===== config.mk =====
export PLATFORM = sky130hd
export DESIGN_NAME = discrete_bank_latch
export DESIGN_NICKNAME = d
export VERILOG_FILES = /design/src/rtl/discrete_bank_latch.sv
export SDC_FILE = /design/constraint.sdc
export NUM_CORES = 1
export LEC_CHECK = 0
export BUFFER_PORTS_ARGS = -buffer_cell sky130_fd_sc_hd__buf_2
export CORE_MARGIN = 1
export CORE_UTILIZATION = 23
export DETAILED_ROUTE_END_ITERATION = 16
export GPL_ROUTABILITY_DRIVEN = 0
export GPL_TIMING_DRIVEN = 0
export PLACE_DENSITY = 0.75
export SLEW_MARGIN = 20
export SYNTH_ARGS = -nofsm -noshare
export SYNTH_HDL_FRONTEND = slang
export SYNTH_SLANG_ARGS = --single-unit

===== constraint.sdc =====
create_clock -name clk -period 0.8 [get_ports clk]
set_input_delay 0.04 -clock clk [delete_from_list [all_inputs] [get_ports clk]]
set_output_delay 0.04 -clock clk [all_outputs]
set_load 0.01 [all_outputs]

===== src/rtl/discrete_bank_latch.sv =====
module discrete_bank_latch #(
  parameter int VARIANT = 0,
  parameter int PRG_KB  = 128,
  parameter int CHR_KB  = 8,
  localparam int PRG_AW = $clog2(PRG_KB) + 10,
  localparam int CHR_AW = $clog2(CHR_KB) + 10
) (
  input  logic              clk,
  input  logic              rst_n,
  input  logic [15:0]       cpu_addr,
  input  logic [7:0]        cpu_wdata,
  input  logic [7:0]        rom_data,
  input  logic              cpu_we,
  input  logic              cpu_ce,
  input  logic [13:0]       ppu_addr,
  input  logic              mirror_vert,
  output logic [PRG_AW-1:0] prg_addr,
  output logic [CHR_AW-1:0] chr_addr,
  output logic              nt_page
);

  logic [7:0]  bank_q;
  logic [31:0] prg_full;
  logic [31:0] chr_full;
  logic        load;

  assign load = cpu_we & cpu_ce & cpu_addr[15];

  always_ff @(posedge clk or negedge rst_n) begin
    if (!rst_n)    bank_q <= '0;
    else if (load) bank_q <= cpu_wdata & rom_data;
  end

  generate
    if (VARIANT == 0) begin : g_fixed_top
      assign prg_full = cpu_addr[14] ? {18'h3FFFF, cpu_addr[13:0]}
                                     : {10'd0, bank_q, cpu_addr[13:0]};
      assign chr_full = {19'd0, ppu_addr[12:0]};
    end else begin : g_packed
      assign prg_full = {15'd0, bank_q[5:4], cpu_addr[14:0]};
      assign chr_full = {17'd0, bank_q[1:0], ppu_addr[12:0]};
    end
  endgenerate

  assign prg_addr = prg_full[PRG_AW-1:0];
  assign chr_addr = chr_full[CHR_AW-1:0];
  assign nt_page  = mirror_vert ? ppu_addr[10] : ppu_addr[11];

endmodule


* Word level (Yosys, flattened, before mapping)
Index checks and enable logic that the tools add are counted.
** Storage, ports and cells
- Logic and storage cells :: 6
- Register bits :: 3
- Memories :: 0
- Bits in latches :: 0
- ROM bits :: 0
- RAM bits :: 0
** Cells by class
- Div/mod/pow operators :: 0
- Muxes and demuxes :: 2
- $add $sub $neg :: 0
- Equal/unequal tests :: 0
- Magnitude comparators :: 0
- Bitwise logic cells :: 3
- $mul :: 0
- Shift operators :: 0
- Reduce and logical (&&, ||, !) cells :: 0
** Operators by type and width (number)
- 17-bit two-way mux :: 1
- 3-bit AND :: 1
- 1-bit AND :: 2
- 1-bit two-way mux :: 1

* Depth between registers and ports, before layout
- Depth after elaboration :: 2
- Mapped depth :: 3
- Mapped depth without buffers :: 2

* Worst setup path after synthesis
No wires, ideal clock.
- Kind :: register -> output
- Start point :: reg bank_q[0]
- End point :: out prg_addr[14]
- Setup slack :: 0.118 ns
- Arrival :: 0.642 ns
- Buffers on the path :: 0
- Cell stages (with the launch flop) :: 2
- Cell sequence :: dfrtp_1 -> or2_2
** Between the ends
- Word-level cells in the longest chain between the ends :: 1
** Ends and longest elaborated chain
- start, declared :: RTL line 22 : logic [7:0] bank_q;
- start signal, assigned :: RTL line 31 : else if (load) bank_q <= cpu_wdata & rom_data;
- 17-bit two-way mux :: RTL line 36 : assign prg_full = cpu_addr[14] ? {18'h3FFFF, cpu_addr[13:0]}
- end, declared :: RTL line 17 : output logic [PRG_AW-1:0] prg_addr,
No other way between the ends.

* Worst setup path in the final report
Same ends and word-level chain as after synthesis.

==> summary.txt <==
CTS
  – Clk sinks: 3
  – Clk root buf: clkbuf_4
  – Worst-skew pair later-pin latency: 0.24 ns
  – Total CTS buffers: 3
  – Worst-path clk slew: 0.04 ns
  – # H-tree levels: 1
  – CTS tree: yes
  – Clk buf depth: 2

Logic synthesis
  – Syn Nets: 96
  – Adder-Cell Fraction of Synth Area: 0%
  – Synth unique cells: 10
  – Cells after synthesis: 45
  – Cell Area, Synth: 377.9 um^2
  – Compound-Gate Fraction of Synth Area: 0%
  – Largest family of logic cells by synthesized area: buffers and inverters
  – Sequential area share after synthesis: 19.87%
  – Post-synthesis xor/xnor area fraction: 0%
  – Synth Register Bits: 3
  – YS warnings: 0
  – Mean Syn Cell Area: 8.397 um^2
  – Simple-Gate Fraction of Synth Area: 9.603%
  – Mux contribution to synthesized area: 10.93%

Route
  – DRC: 0
  – First-pass DRT Iterations: 1
  – Routed vias: 420
  – ANT nets after route: 0
  – DR iter-0 viols: 0
  – Vias/cell: 3.717
  – Total Wirelength: 809 um
  – WL/cell: 7.159 um

Worst setup path
  – CP Class: flop to primary output
  – CP Cell Sequence: or2_4, buf_6
  – CP max FO: 2
  – Origin of the critical flop-to-flop path: bank_q[2]
  – Startpoint Class: flop
  – CP max stage delay: 0.37 ns
  – Crit path DAT: 0.95 ns
  – CP Data Required Time: 0.76 ns
  – Worst Setup End Kind: primary output
  – Worst Setup SP: bank_q[0]
  – Slowest cell on the critical path: dfrtp_1

Timing
  – Period utilization: 123.4%
  – Final Hold Vio Count: 0
  – Clock period minus worst slack: 0.9875 ns
  – Measured slew at the worst slew-check pin: 0.1276 ns
  – Setup slack after layout: -0.1875 ns
  – Setup TNS: -0.5229 ns
  – RSZ-0062 raised after global routing: true
  – Fmax: 1.013 GHz
  – Setup Skew: 0 ns
  – Slew headroom: 91.25%
  – Final setup violation count: 3
  – Final max-slew violation count: 0

Floorplan
  – Core area: 1524 um^2
  – Die width: 42.53 um
  – Die Area: 1809 um^2
  – # rows: 14
  – Initial Utilization: 24.79%
  – Die Y: 42.53 um
  – Boundary Pins: 82

Finish
  – Largest regs: bank_q: 3 flops
  – FF/Latch Area: 75.07 um^2
  – Area grow syn2layout: 80.79%
  – Fin util: 44.83%
  – Max FFs per register: 3
  – Non-Filler Instances: 113
  – Antenna Cells: 0
  – Design area: 683.2 um^2
  – Multi-input gate area: 80.08 um^2
  – FILL cells: 156
  – Share of layout cells above drive strength 1: 81.44%
  – Most flops, register: bank_q
  – Post-layout net count: 149

GRT
  – Number of global-route vias before repair: 352
  – Initial antenna violation count: 0
  – Grt total ovfl: 0
  – Global-route wire length before repair: 1166 um
  – Overall global routing resource usage: 9.220%
  – Largest net degree at the start of global routing: 4

Placement
  – Placed cell count: 106
  – Port bufs: 45
  – Placed Area: 623.1 um^2

Flow run
  – Max Cap Viol: 0

Run status
  – Status: finished, violations left
  – Failing checks: setup timing

Pwr
  – Max VDD drop: 0.0004499 V
  – Power Density: 1214 nW/um^2
  – Leakage power: 0.4239 nW

Min path
  – Hold path startpoint: rom_data[1]
  – HP Class: primary input to flop
[area by class of cell]
class	instances	share of cell area [%]
inverter	3	1.648
sequential	3	10.99
timing repair buffer	48	37.55
tap	16	2.930
multi-input combinational	11	11.72
clock buffer	4	3.846
buffer	28	31.32
[path summary, 6_finish.rpt]
path	end	slack (ns)	cells past startpoint
min reg2reg	bank_q[1]	0.51	2
min in group asynchronous	bank_q[2]	0.12	2
max in group asynchronous	bank_q[0]	0.57	2
max	prg_addr[14]	-0.19	2
min	bank_q[1]	0.05	3
max reg2reg	bank_q[2]	0.09	3
[kinds of logic after synthesis]
group	count (synthesis)
buffers and inverters	31
flip-flops	3
multiplexers	4
AND/OR/NAND/NOR	7
[metal layers]
metal | vias up | part of all wire (%) | GRT usage, % | wire [um]
met1 | 170 | 25 | 5.249 | 199
met4 | 0 | 2.6 | 5.625 | 21
met5 | - | 0 | 0 | 0
met3 | 3 | 14 | 6.897 | 112
met2 | 35 | 59 | 18.15 | 476
li1 | 212 | - | - | -
[per-stage QoR]
stage          power (mW)  hold slack, ns  worst slack [ns]
6_report           0.8292         0.04812           -0.1875
5_1_grt            0.8902         0.05030           -0.2227
4_1_cts            0.8346         0.04645           -0.1970
3_5_place_dp       0.5218         -0.1605          0.006695
3_3_place_gp       0.5133         -0.1652          0.009911
2_1_floorplan      0.3935         -0.2556            0.1183
[cell usage in the layout (no fill, tap or decap), drive strengths merged]
cell type | synthesis | layout
dfrtp | 3 | 3
inv | 3 | 3
dlygate4sd3 | 0 | 1
mux2i | 3 | 3
clkbuf | 0 | 4
mux2 | 1 | 1
buf | 28 | 75
and3 | 1 | 1
nand2 | 3 | 3
or2 | 3 | 3
[synthesized netlist by cell type]
cell	number	area (um^2)
buf_6	1	11.26
buf_4	27	202.7
dfrtp_1	3	75.07
mux2_1	1	11.26
inv_1	3	11.26
and3_1	1	6.260
mux2i_1	3	30.03
or2_1	2	12.51
or2_2	1	6.260
nand2_1	3	11.26
[critical path, delay by kind of cell, from the launching register on]
kind | cells | cell delay (ns)
AND/OR/NAND/NOR | 1 | 0.23
buffers and inverters | 1 | 0.12
flip-flops | 1 | 0.37
[report_power, final]
group,switching (mW),total (mW),internal (mW)
registers,0.0114,0.191,0.179
clock network,0.0853,0.273,0.187
logic,0.132,0.366,0.234
[repair_timing]
item / CTS / global route
setup endpoints to repair: 3 / 3
buffers inserted: 1 / 1
hold buffers: 1 / 0
gates resized for setup: 2 / 0
hold endpoints to repair: 3 / 0
No activity file was read; power rests on OpenSTA's default activity.
